[config.mk]
export PLATFORM = sky130hd
export DESIGN_NAME = reset_sequencer
export DESIGN_NICKNAME = d
export VERILOG_FILES = /design/src/rtl/rstseq_pkg.sv /design/src/rtl/rstseq_sync.sv /design/src/rtl/rstseq_timer.sv /design/src/rtl/rstseq_status.sv /design/src/rtl/reset_sequencer.sv
export SDC_FILE = /design/constraint.sdc
export NUM_CORES = 1
export LEC_CHECK = 0
export ABC_AREA = 1
export BUFFER_PORTS_ARGS = -buffer_cell sky130_fd_sc_hd__buf_2
export CAP_MARGIN = 30
export CORE_MARGIN = 2
export CORE_UTILIZATION = 46
export DETAILED_ROUTE_END_ITERATION = 10
export PLACE_DENSITY = 0.68
export SETUP_SLACK_MARGIN = 0.4
export SYNTH_ARGS = -nofsm -noshare
export SYNTH_HDL_FRONTEND = slang
export SYNTH_SLANG_ARGS = --single-unit
[constraint.sdc]
create_clock -name clk -period 2.1 [get_ports clk]
set_input_delay 0.315 -clock clk [delete_from_list [all_inputs] [get_ports clk]]
set_output_delay 0.315 -clock clk [all_outputs]
set_load 0.01 [all_outputs]
[src/rtl/rstseq_pkg.sv]
package rstseq_pkg;
  localparam int NCAUSE = 5;
  localparam int C_EXT  = 0;
  localparam int C_EMU  = 1;
  localparam int C_VLOW = 2;
  localparam int C_XTAL = 3;
  localparam int C_WDT  = 4;
  typedef logic [NCAUSE-1:0] cause_t;
  localparam cause_t CAUSE_PWRUP = cause_t'(1 << C_VLOW);
endpackage

[src/rtl/rstseq_sync.sv]
// Reset-style synchronizer: asserts asynchronously, releases after STAGES edges.
module rstseq_sync #(
  parameter int STAGES     = 2,
  parameter bit ACTIVE_LOW = 1'b1
) (
  input  logic clk,
  input  logic raw_in,
  output logic asserted
);
  logic              clr_n;
  logic [STAGES-1:0] chain_q;
  logic [STAGES-1:0] chain_d;

  assign clr_n = ACTIVE_LOW ? raw_in : ~raw_in;

  always_comb begin
    chain_d = (chain_q << 1) | {{(STAGES-1){1'b0}}, 1'b1};
  end

  always_ff @(posedge clk or negedge clr_n) begin
    if (!clr_n) chain_q <= '0;
    else        chain_q <= chain_d;
  end

  assign asserted = ~chain_q[STAGES-1];
endmodule

[src/rtl/rstseq_timer.sv]
// Hold counter: restarts on any cause, releases after HOLD_CYC quiet cycles.
module rstseq_timer #(
  parameter int HOLD_CYC = 4100
) (
  input  logic clk,
  input  logic rst_n,
  input  logic any_cause,
  output logic busy,
  output logic fetch_pulse
);
  localparam int CNT_W = (HOLD_CYC > 1) ? $clog2(HOLD_CYC) : 1;
  localparam logic [CNT_W-1:0] LAST = CNT_W'(HOLD_CYC - 1);

  logic             busy_q, busy_d;
  logic [CNT_W-1:0] cnt_q, cnt_d;
  logic             fz_q, fz_d;
  logic             cnt_en;

  assign cnt_en = busy_q & ~any_cause;

  always_comb begin
    busy_d = busy_q;
    cnt_d  = cnt_q;
    fz_d   = 1'b0;
    if (any_cause) begin
      busy_d = 1'b1;
      cnt_d  = '0;
    end else if (cnt_en) begin
      if (cnt_q == LAST) begin
        busy_d = 1'b0;
        cnt_d  = '0;
        fz_d   = 1'b1;
      end else begin
        cnt_d = cnt_q + 1'b1;
      end
    end
  end

  always_ff @(posedge clk or negedge rst_n) begin
    if (!rst_n) begin
      busy_q <= 1'b1;
      cnt_q  <= '0;
      fz_q   <= 1'b0;
    end else begin
      busy_q <= busy_d;
      cnt_q  <= cnt_d;
      fz_q   <= fz_d;
    end
  end

  assign busy        = busy_q;
  assign fetch_pulse = fz_q;

  p_cause_restarts_r5: assert property (@(posedge clk) disable iff (!rst_n)
    any_cause |=> (busy_q && cnt_q == '0));
  p_release_after_count_r3: assert property (@(posedge clk) disable iff (!rst_n)
    $fell(busy_q) |-> $past(cnt_q) == LAST);
  p_fetch_at_release_r8: assert property (@(posedge clk) disable iff (!rst_n)
    $fell(busy_q) |-> fz_q);
  p_fetch_single_r8: assert property (@(posedge clk) disable iff (!rst_n)
    fz_q |=> !fz_q);
endmodule

[src/rtl/rstseq_status.sv]
// Cause recorder and register-file clear strobe.
module rstseq_status
  import rstseq_pkg::*;
(
  input  logic   clk,
  input  logic   rst_n,
  input  logic   busy,
  input  cause_t cause_vec,
  output cause_t cause_q,
  output logic   clr_strobe
);
  logic   hard_now;
  logic   hard_prev_q;
  logic   clr_q, clr_d;
  cause_t cause_d;
  logic   any_cause;

  assign hard_now  = cause_vec[C_EXT] | cause_vec[C_VLOW];
  assign any_cause = |cause_vec;

  always_comb begin
    cause_d = cause_q;
    if (any_cause) begin
      if (busy) cause_d = cause_q | cause_vec;
      else      cause_d = cause_vec;
    end
    clr_d = hard_now & ~hard_prev_q;
  end

  always_ff @(posedge clk or negedge rst_n) begin
    if (!rst_n) begin
      cause_q     <= CAUSE_PWRUP;
      hard_prev_q <= 1'b0;
      clr_q       <= 1'b0;
    end else begin
      cause_q     <= cause_d;
      hard_prev_q <= hard_now;
      clr_q       <= clr_d;
    end
  end

  assign clr_strobe = clr_q;

  p_clr_single_r6: assert property (@(posedge clk) disable iff (!rst_n)
    clr_q |=> !clr_q);
  p_clr_hard_only_r7: assert property (@(posedge clk) disable iff (!rst_n)
    clr_q |-> $past(cause_vec[C_EXT] | cause_vec[C_VLOW]));
  p_cause_stable_r9: assert property (@(posedge clk) disable iff (!rst_n)
    (!any_cause && !busy) |=> $stable(cause_q));
endmodule

[src/rtl/reset_sequencer.sv]
module reset_sequencer
  import rstseq_pkg::*;
#(
  parameter int HOLD_CYC    = 4100,
  parameter int SYNC_STAGES = 2
) (
  input  logic       clk,
  input  logic       ext_rst_n,
  input  logic       emu_rst_n,
  input  logic       vlow,
  input  logic       xtal_fail,
  input  logic       wdt_ovf,
  output logic       core_rst_n,
  output logic       regs_clr,
  output logic       fetch_zero,
  output logic [4:0] rst_cause
);
  localparam int NPIN = 3;
  localparam logic [NPIN-1:0] LOW_MASK = 3'b011;

  logic [NPIN-1:0] pin_raw;
  logic [NPIN-1:0] pin_act;
  cause_t          cause_vec;
  cause_t          cause_q;
  logic            any_cause;
  logic            busy;
  logic            seq_rst_n;

  assign pin_raw   = {vlow, emu_rst_n, ext_rst_n};
  assign seq_rst_n = ~vlow;

  for (genvar i = 0; i < NPIN; i++) begin : g_pin
    rstseq_sync #(
      .STAGES     (SYNC_STAGES),
      .ACTIVE_LOW (LOW_MASK[i])
    ) u_sync (
      .clk      (clk),
      .raw_in   (pin_raw[i]),
      .asserted (pin_act[i])
    );
  end

  always_comb begin
    cause_vec          = '0;
    cause_vec[C_EXT]   = pin_act[0];
    cause_vec[C_EMU]   = pin_act[1];
    cause_vec[C_VLOW]  = pin_act[2];
    cause_vec[C_XTAL]  = xtal_fail;
    cause_vec[C_WDT]   = wdt_ovf;
  end

  assign any_cause = |cause_vec;

  rstseq_timer #(.HOLD_CYC(HOLD_CYC)) u_timer (
    .clk         (clk),
    .rst_n       (seq_rst_n),
    .any_cause   (any_cause),
    .busy        (busy),
    .fetch_pulse (fetch_zero)
  );

  rstseq_status u_status (
    .clk        (clk),
    .rst_n      (seq_rst_n),
    .busy       (busy),
    .cause_vec  (cause_vec),
    .cause_q    (cause_q),
    .clr_strobe (regs_clr)
  );

  assign core_rst_n = ~(busy | pin_act[0] | pin_act[1] | pin_act[2]);
  assign rst_cause  = cause_q;

  p_pin_holds_reset_r2: assert property (@(posedge clk) disable iff (vlow)
    (!ext_rst_n || !emu_rst_n) |-> !core_rst_n);
  p_flag_holds_reset_r1: assert property (@(posedge clk) disable iff (vlow)
    (xtal_fail || wdt_ovf) |=> !core_rst_n);
  p_fetch_out_of_reset_r8: assert property (@(posedge clk) disable iff (vlow)
    fetch_zero |-> core_rst_n);
endmodule

==> metrics.json, run 1 <==
{
  "globalRouteTotalUtil_pct": 17.34,
  "postLayoutCoreUtil_pct": 55.08,
  "grt_first_pass_wirelength_um": 4519,
  "synth.lib_cells_used.distinct": 23,
  "antenna_found_initial": 0,
  "path_max_fanout": 9,
  "timing.critical_path.from_type": "register",
  "portBuffers": 13,
  "clock_insertion_delay_worst_skew_ns": 0.33,
  "multiInputGateArea_um2": 536.8,
  "h_tree_depth": 1,
  "finalNonFillerCells": 214,
  "slowest_delay_ns": 0.64,
  "ratio_of_total_power_to_cell_area_nw_per_um2": 619.5,
  "drt-vias-per-instance": 5.000,
  "post_drt_wl_per_cell_um": 11.85,
  "chipWidth_um": 57.72,
  "tritoncts_num_sinks": 28,
  "buffer_type_at_the_clock_tree_root": "sky130_fd_sc_hd__clkbuf_4",
  "grt_start_max_net_pins": 25,
  "synth.cell_area_um2": 1328,
  "critical_path_cell_sequence": "nor2_1, buf_2",
  "number_of_placed_cells_counting_well_taps": 207,
  "drc": 0,
  "grt_pass1_vias": 1043,
  "cp_num_buf_inv": 1,
  "detailedPlacementHpwl_um": 1883,
  "peakVddDrop_mv": 0.5101,
  "cts.path.max_buffers": 2,
  "drt_iter0_markers": 73,
  "num_vias": 1070,
  "route.final.wire_length_um": 2535,
  "final_setup_violation_count": 0,
  "place_worst_setup_slack_ns": 0.5822,
  "post-route-cell-area_um2": 1519,
  "dr.pass1.iters": 4,
  "synth_top_area_share_pct": 49.01,
  "maxClockFrequency_ghz": 0.6786,
  "setup_slack_ns": 0.6264,
  "cp-end-kind": "primary output",
  "die_height_um": 57.72,
  "report.final.slew_viol_count": 0,
  "fp.coreArea_um2": 2758,
  "cts_buffers": 3,
  "grt-ovfl-total": 0,
  "drive_gt1_share_pct": 16.94,
  "avgSynthCellArea_um2": 8.195,
  "synth.yosys.seq_area_share_pct": 52.97,
  "final_layout_fill_cell_count": 261,
  "final.setup.tns_ns": 0,
  "period_minus_slack_ns": 1.474,
  "critPathTopFamily": "flip-flops",
  "synthesis.instances": 162,
  "critPathSlowestCell": "sky130_fd_sc_hd__dfstp_2",
  "row_count": 19,
  "synth-seq-cells": 28,
  "result_of_the_run": "complete, no violations",
  "area_growth_syn_to_layout_pct": 14.42,
  "drv_cap": 0,
  "tritoncts": "built",
  "power.static_leakage_uw": 0.0007563,
  "grt_setup_unrepaired": "false",
  "design.portCount": 14,
  "diodes": 0,
  "worst_hold_path_type": "input pin to register",
  "finalClockSkew_ns": 0.009171,
  "hold_viol": 0,
  "final-seq-area_um2": 704.4,
  "antenna_violating_nets_post_route": 0,
  "design.final.nets": 191,
  "synth.largest_area_cell": "sky130_fd_sc_hd__dfrtp_1",
  "timing.setup.critical_path_class": "register to primary output",
  "data_arrival_time_of_the_critical_path_ns": 1.16,
  "finalCritPeriodShare_pct": 70.17,
  "worst_setup_hold_path_clk_slew_ns": 0.15,
  "dpl_cell_area_um2": 1428,
  "floorplan.initialDensity_pct": 48.14,
  "synth.yosys.warnings": 0,
  "gp_routability_congestion": 0.9283,
  "worstPathRequired_ns": 1.78,
  "synth.top_cells.by_area": "sky130_fd_sc_hd__dfrtp_1, sky130_fd_sc_hd__nand2_1, sky130_fd_sc_hd__nor2_1, sky130_fd_sc_hd__inv_1, sky130_fd_sc_hd__dfstp_2",
  "die_area_um2": 3332
}
layout make-up:
type / instances / share of cell area, %
Multi-Input combinational cell: 112 / 35.34
Tap cell: 31 / 2.554
Clock buffer: 3 / 1.483
Sequential cell: 28 / 46.38
Timing Repair Buffer: 17 / 6.754
Clock inverter: 1 / 1.977
Inverter: 22 / 5.519
metrics by stage:
| step | hold WS, ns | power [uW] |
|---|---|---|
| floorplan | 0.01941 | 576.3 |
| global route | 0.1747 | 972.6 |
| global placement | 0.09873 | 589.0 |
| detailed placement | 0.1002 | 590.1 |
| finish | 0.1880 | 940.9 |
| CTS | 0.1816 | 949.1 |
cell usage in the layout (no fill, tap or decap), drive strengths merged:
master       instances
nand2               43
nor2                29
dfrtp               26
inv                 21
buf                 14
nand3               12
o21ai                9
nand4                4
xor2                 3
a21oi                3
clkbuf               3
conb                 3
dlygate4sd3          3
nor3                 2
o21bai               2
dfstp                2
clkinv               1
and3                 1
ha                   1
bufinv               1
per-layer routing:
layer  vias to the layer above  track usage (%)  wire (um)  part of all wire [%]
li1                        545                -          -                     -
met1                       494            23.72       1226                    48
met2                        27            28.57       1189                    47
met3                         4            3.125         92                   3.6
met4                         0            4.651         26                   1.0
met5                         -                0          0                     0
cell families after synthesis:
logic type	count (synthesis)	share of synthesized area, %
xor gates and xnor gates	3	1.980
AOI/OAI and AO/OA	14	5.654
adders and majority gates	1	0.9424
and+or+nand+nor	91	30.44
DFF	28	52.97
buffers and inverters	24	7.728
other	1	0.2825
report_power, final:
part | leakage [uW] | internal [uW] | switching [uW]
combinational | 0.000385 | 12.0 | 19.5
sequential | 0.000343 | 548 | 4.91
clock | 0.0000279 | 193 | 164
total | 0.000756 | 753 | 188
cells in the mapped netlist, drive strengths merged:
library cell,count
nand2,43
nand4,4
dfstp,2
nor2,29
dfrtp,26
o21ai,9
and3,1
nor3,2
inv,21
a21oi,3
conb,1
o21bai,2
xor2,3
nand3,12
clkinv,1
ha,1
buf,2
worst paths after layout:
kind	startpoint	slack [ns]	endpoint	depth (start not counted)
max in group asynchronous	vlow	1.27	u_timer.busy	4
worst min register to register	g_pin[2].u_sync.chain_q[0]	0.37	g_pin[2].u_sync.chain_q[1]	0
worst max register to register	u_timer.cnt_q[0]	0.65	u_timer.cnt_q[10]	9
worst max-delay path	u_timer.busy	0.63	core_rst_n	2
min in group asynchronous	ext_rst_n	0.27	g_pin[0].u_sync.chain_q[0]	2
worst min-delay path	xtal_fail	0.19	u_status.cause_q[3]	2
flip-flops by register name, summed over array words and instances, names as in the netlist:
register	flops
u_timer.fetch_pulse	1
u_timer.busy	1
u_timer.cnt_q	13
g_pin.u_sync.chain_q	6
u_status.clr_strobe	1
u_status.cause_q	5
u_status.hard_prev_q	1
timing repair:
action / in CTS / in global routing
setup buffers: 0 / 0
setup endpoints to repair: 0 / 4
hold endpoints to repair: 15 / 0
gates resized for setup: 0 / 2
hold buffers: 3 / 0
No activity file was read; power rests on OpenSTA's default activity.
==> run 2: changes to the inputs <==
==> constraint.sdc (replaced) <==
create_clock -name clk -period 1.5 [get_ports clk]
set_input_delay 0.225 -clock clk [delete_from_list [all_inputs] [get_ports clk]]
set_output_delay 0.225 -clock clk [all_outputs]
set_load 0.01 [all_outputs]
==> metrics.json, run 2 (synthesis results as in run 1) <==
{
  "row_count": 19,
  "h_tree_depth": 1,
  "fp.coreArea_um2": 2758,
  "period_minus_slack_ns": 1.385,
  "finalNonFillerCells": 245,
  "data_arrival_time_of_the_critical_path_ns": 1.16,
  "final_setup_violation_count": 0,
  "num_vias": 1272,
  "worst_setup_hold_path_clk_slew_ns": 0.16,
  "cts.path.max_buffers": 2,
  "path_max_fanout": 2,
  "post_drt_wl_per_cell_um": 14.54,
  "report.final.slew_viol_count": 0,
  "worst_hold_path_type": "input pin to register",
  "max_ffs_per_register": 13,
  "relSlewSlack_pct": 63.79,
  "globalRoute.busiestLayer": "met2",
  "floorplan.initialDensity_pct": 48.14,
  "grt_start_max_net_pins": 17,
  "finalCritPeriodShare_pct": 92.36,
  "whs_ns": 0.09275,
  "grt_setup_unrepaired": "true",
  "antenna_violating_nets_post_route": 0,
  "drc": 0,
  "diodes": 0,
  "timing.critical_path.from_type": "register",
  "dr.pass1.iters": 4,
  "final_cell_mix": "sky130_fd_sc_hd__nand2_1, sky130_fd_sc_hd__buf_4, sky130_fd_sc_hd__dfrtp_1, sky130_fd_sc_hd__nor2_1, sky130_fd_sc_hd__inv_1",
  "grt-ovfl-total": 0,
  "globalRouteMet1Util_pct": 27.03,
  "regMostFlops": "u_timer.cnt_q",
  "drt-vias-per-instance": 5.192,
  "buffer_type_at_the_clock_tree_root": "sky130_fd_sc_hd__clkbuf_4",
  "antenna_found_initial": 0,
  "die_area_um2": 3332,
  "postLayoutCoreUtil_pct": 70.64,
  "power.static_leakage_uw": 0.0009292,
  "actual_slew_at_the_worst_max_slew_pin_ns": 0.5412,
  "route.final.wire_length_um": 3562,
  "grt_first_pass_wirelength_um": 5823,
  "cp-end-kind": "primary output",
  "die_height_um": 57.72,
  "power.total_uw": 1353,
  "drt_iter0_markers": 23,
  "grt_use_met2_pct": 41.23,
  "tritoncts": "built",
  "maxClockFrequency_ghz": 0.7218,
  "final.setup.tns_ns": 0,
  "drive_gt1_share_pct": 45.33,
  "gp_routability_congestion": 0.8839,
  "grt.met3_usage_pct": 4.018,
  "worstPathRequired_ns": 1.27,
  "globalRouteTotalUtil_pct": 22.85,
  "result_of_the_run": "complete, no violations",
  "detailedPlacementHpwl_um": 2021,
  "layout.cells.most_common": "sky130_fd_sc_hd__nand2_1",
  "layout_top_registers": "u_timer.cnt_q (13), g_pin.u_sync.chain_q (6), u_status.cause_q (5)",
  "chipWidth_um": 57.72,
  "grt_pass1_vias": 1330,
  "cts_buffers": 3,
  "number_of_placed_cells_counting_well_taps": 210,
  "design.final.nets": 222,
  "timing.setup.critical_path_class": "register to primary output",
  "area_growth_syn_to_layout_pct": 46.75,
  "peakVddDrop_mv": 0.5747,
  "portBuffers": 13,
  "design.portCount": 14,
  "drv_cap": 0,
  "finalClockSkew_ns": 0.002106,
  "clock_insertion_delay_worst_skew_ns": 0.34,
  "hold_viol": 0,
  "tritoncts_num_sinks": 28,
  "ratio_of_total_power_to_cell_area_nw_per_um2": 694.5
}
## run 2: where the power goes
| group | leakage (uW) | total [uW] | internal [uW] | switching [uW] |
|---|---|---|---|---|
| clock network | 0.0000279 | 510 | 270 | 239 |
| logic | 0.000561 | 70.0 | 30.6 | 39.4 |
| registers | 0.000340 | 773 | 767 | 6.58 |
| total | 0.000929 | 1350 | 1070 | 285 |
## run 2: final timing paths
kind | slack (ns) | cells past startpoint | start | end
worst min-delay path | 0.09 | 2 | wdt_ovf | u_status.cause_q[4]
min in group asynchronous | 0.18 | 2 | emu_rst_n | g_pin[1].u_sync.chain_q[0]
max in group asynchronous | 0.58 | 4 | vlow | u_timer.cnt_q[5]
worst max register to register | 0.12 | 7 | g_pin[0].u_sync.chain_q[1] | u_timer.cnt_q[1]
worst max-delay path | 0.11 | 3 | u_timer.busy | core_rst_n
worst min register to register | 0.37 | 0 | g_pin[0].u_sync.chain_q[0] | g_pin[0].u_sync.chain_q[1]
## run 2: critical path, stage by stage (launching register included)
cell and delay [ns]:
sky130_fd_sc_hd__dfstp_2 0.57, sky130_fd_sc_hd__buf_6 0.10, sky130_fd_sc_hd__nor2_2 0.03, sky130_fd_sc_hd__buf_2 0.13
## run 2: metrics by stage
step                      instance area, um^2  worst slack [ns]
after floorplan                          1371            0.3187
after CTS                                1815            0.1144
after global routing                     1948           0.02158
after global placement                   1483            0.1174
after detailed placement                 1483            0.1275
final                                    1948            0.1146
## run 2: layer usage
layer / vias up / share of wire (%) / wire (um)
met1: 609 / 39 / 1405
met5: - / 0 / 0
met4: 0 / 2.0 / 71
li1: 608 / - / -
met3: 10 / 4.4 / 158
met2: 45 / 54 / 1927
## run 2: area by class of cell
cell class	instances	area (um^2)
Sequential cell	28	706.9
Tap cell	31	38.79
Clock inverter	1	30.03
Multi-Input combinational cell	113	691.9
Fill cell	185	809.5
Timing Repair Buffer	47	362.8
Clock buffer	3	22.52
Inverter	22	95.09
## run 2: repair_timing
item                       4_1_cts  5_1_grt
buffers inserted                17       10
pin swaps                       16        9
setup endpoints to repair       26       28
hold buffers                     3        0
hold endpoints to repair        13        0
resized for setup               38       18
cloned                           1        0
==> run 3: changes to the inputs <==
--- a/config.mk
+++ b/config.mk
@@ -9,9 +9,9 @@
 export BUFFER_PORTS_ARGS = -buffer_cell sky130_fd_sc_hd__buf_2
 export CAP_MARGIN = 30
 export CORE_MARGIN = 2
-export CORE_UTILIZATION = 46
+export CORE_UTILIZATION = 35
 export DETAILED_ROUTE_END_ITERATION = 10
-export PLACE_DENSITY = 0.68
+export PLACE_DENSITY = 0.55
 export SETUP_SLACK_MARGIN = 0.4
 export SYNTH_ARGS = -nofsm -noshare
 export SYNTH_HDL_FRONTEND = slang
==> metrics.json, run 3 (synthesis results as in run 1) <==
{
  "layout_top_registers": "u_timer.cnt_q (13), g_pin.u_sync.chain_q (6), u_status.cause_q (5)",
  "whs_ns": 0.1649,
  "floorplan.initialDensity_pct": 36.26,
  "critical_path_cell_sequence": "buf_6, nor2_1, buf_2",
  "num_vias": 1213,
  "timing.critical_path.from_type": "register",
  "drv_cap": 0,
  "area_growth_syn_to_layout_pct": 45.81,
  "p_int_uw": 1151,
  "grt_pass1_vias": 1128,
  "result_of_the_run": "complete, no violations",
  "antenna_violating_nets_post_route": 0,
  "postLayoutCoreUtil_pct": 52.87,
  "data_arrival_time_of_the_critical_path_ns": 1.12,
  "finalCritPeriodShare_pct": 89.78,
  "chipWidth_um": 65.59,
  "gp_routability_congestion": 0.9224,
  "report.final.slew_viol_count": 0,
  "tritoncts_num_sinks": 28,
  "fp.coreArea_um2": 3661,
  "drive_gt1_share_pct": 42.86,
  "row_count": 22,
  "drt-vias-per-instance": 4.833,
  "grt_first_pass_wirelength_um": 5140,
  "design.portCount": 14,
  "finalClockSkew_ns": 0.002915,
  "combinationalPowerShare_pct": 4.5,
  "setup.reg_to_reg.worst_slack_ns": 0.18,
  "grt_start_max_net_pins": 25,
  "h_tree_depth": 1,
  "worst_setup_hold_path_clk_slew_ns": 0.10,
  "final_cell_mix": "sky130_fd_sc_hd__nand2_1, sky130_fd_sc_hd__dfrtp_1, sky130_fd_sc_hd__nor2_1, sky130_fd_sc_hd__buf_4, sky130_fd_sc_hd__inv_1",
  "final.setup.tns_ns": 0,
  "die_area_um2": 4301,
  "cp-end-kind": "primary output",
  "cts.path.max_buffers": 2,
  "sequentialPowerShare_pct": 53.9,
  "layout.cells.most_common": "sky130_fd_sc_hd__nand2_1",
  "drt_iter0_markers": 132,
  "hold_viol": 0,
  "clock_insertion_delay_worst_skew_ns": 0.28,
  "regMostFlops": "u_timer.cnt_q",
  "power.static_leakage_uw": 0.0008950,
  "diodes": 0,
  "timing.setup.critical_path_class": "register to primary output",
  "switching_share_of_power_pct": 19.52,
  "share_of_total_power_in_the_clock_network_pct": 41.6,
  "slowest_delay_ns": 0.58,
  "critPathSlowestCell": "sky130_fd_sc_hd__dfstp_2",
  "design.final.nets": 211,
  "detailedPlacementHpwl_um": 1947,
  "path_max_fanout": 2,
  "drc": 0,
  "period_minus_slack_ns": 1.347,
  "worst_hold_path_type": "input pin to register",
  "peakVddDrop_mv": 0.5251,
  "grt_setup_unrepaired": "true",
  "final_setup_violation_count": 0,
  "dr.pass1.iters": 4,
  "cts_buffers": 3,
  "worstPathRequired_ns": 1.27,
  "buffer_type_at_the_clock_tree_root": "sky130_fd_sc_hd__clkbuf_8",
  "globalRouteTotalUtil_pct": 15.86,
  "ratio_of_total_power_to_cell_area_nw_per_um2": 739.1,
  "max_ffs_per_register": 13,
  "power.switching_uw": 279.3,
  "portBuffers": 13,
  "route.final.wire_length_um": 3265,
  "tritoncts": "built",
  "grt-ovfl-total": 0,
  "antenna_found_initial": 0,
  "final_layout_fill_cell_count": 318,
  "post_drt_wl_per_cell_um": 13.01,
  "maxClockFrequency_ghz": 0.7425,
  "die_height_um": 65.59
}
==> run 3: final timing paths <==
kind                                       startpoint                          to  cells after the start
max                                      u_timer.busy                  core_rst_n                      3
min                                           wdt_ovf         u_status.cause_q[4]                      2
max reg2reg                          u_timer.cnt_q[5]           u_timer.cnt_q[11]                      9
min reg2reg                g_pin[2].u_sync.chain_q[0]  g_pin[2].u_sync.chain_q[1]                      0
max in group asynchronous                        vlow         u_status.cause_q[2]                      4
min in group asynchronous                   emu_rst_n  g_pin[1].u_sync.chain_q[0]                      2
==> run 3: power groups by stage <==
stage	Combinational (uW)	Sequential, uW	Clock, uW
detailed placement	40.5	788	0
CTS	62.0	771	609
floorplan	21.2	787	0
global placement	40.0	787	0
global route	72.0	773	638
finish	64.1	771	595
==> run 3: what timing repair did <==
item                                    CTS  global route
setup buffers                            14             5
hold buffers                              3             0
hold endpoints to repair                 26             0
resized for setup                        38            18
pin swaps                                20            12
endpoints found under the setup margin   22            22
==> run 3: through the flow <==
step	area, um^2	total power [uW]	setup slack, ns	std cells
finish	1936	1431	0.1533	251
global route	1936	1483	0.1092	251
CTS	1810	1443	0.1561	246
detailed placement	1489	828.2	0.09387	225
global placement	1489	827.0	0.09937	225
floorplan	1371	808.0	0.3187	164
==> run 3: routing by layer <==
| layer | track usage (%) | vias up | wire length [um] |
|---|---|---|---|
| met5 | 0 | - | 0 |
| met4 | 5.469 | 0 | 90 |
| met3 | 3.596 | 13 | 108 |
| met2 | 26.79 | 32 | 1660 |
| met1 | 19.91 | 587 | 1406 |
| li1 | - | 581 | - |
==> run 3: final cells by class <==
type	instances	area, um^2	area share [%]
Clock buffer	3	41.29	2.133
Inverter	22	92.59	4.783
Multi-Input combinational cell	112	704.4	36.39
Tap cell	48	60.06	3.103
Timing Repair Buffer	37	302.8	15.64
Sequential cell	28	704.4	36.39
Clock inverter	1	30.03	1.551
==> run 3: worst max-delay path: cells and delay by family (launching register included) <==
family / cells / cell delay [ns]
DFF: 1 / 0.58
buffers and inverters: 2 / 0.24
and+or+nand+nor: 1 / 0.03
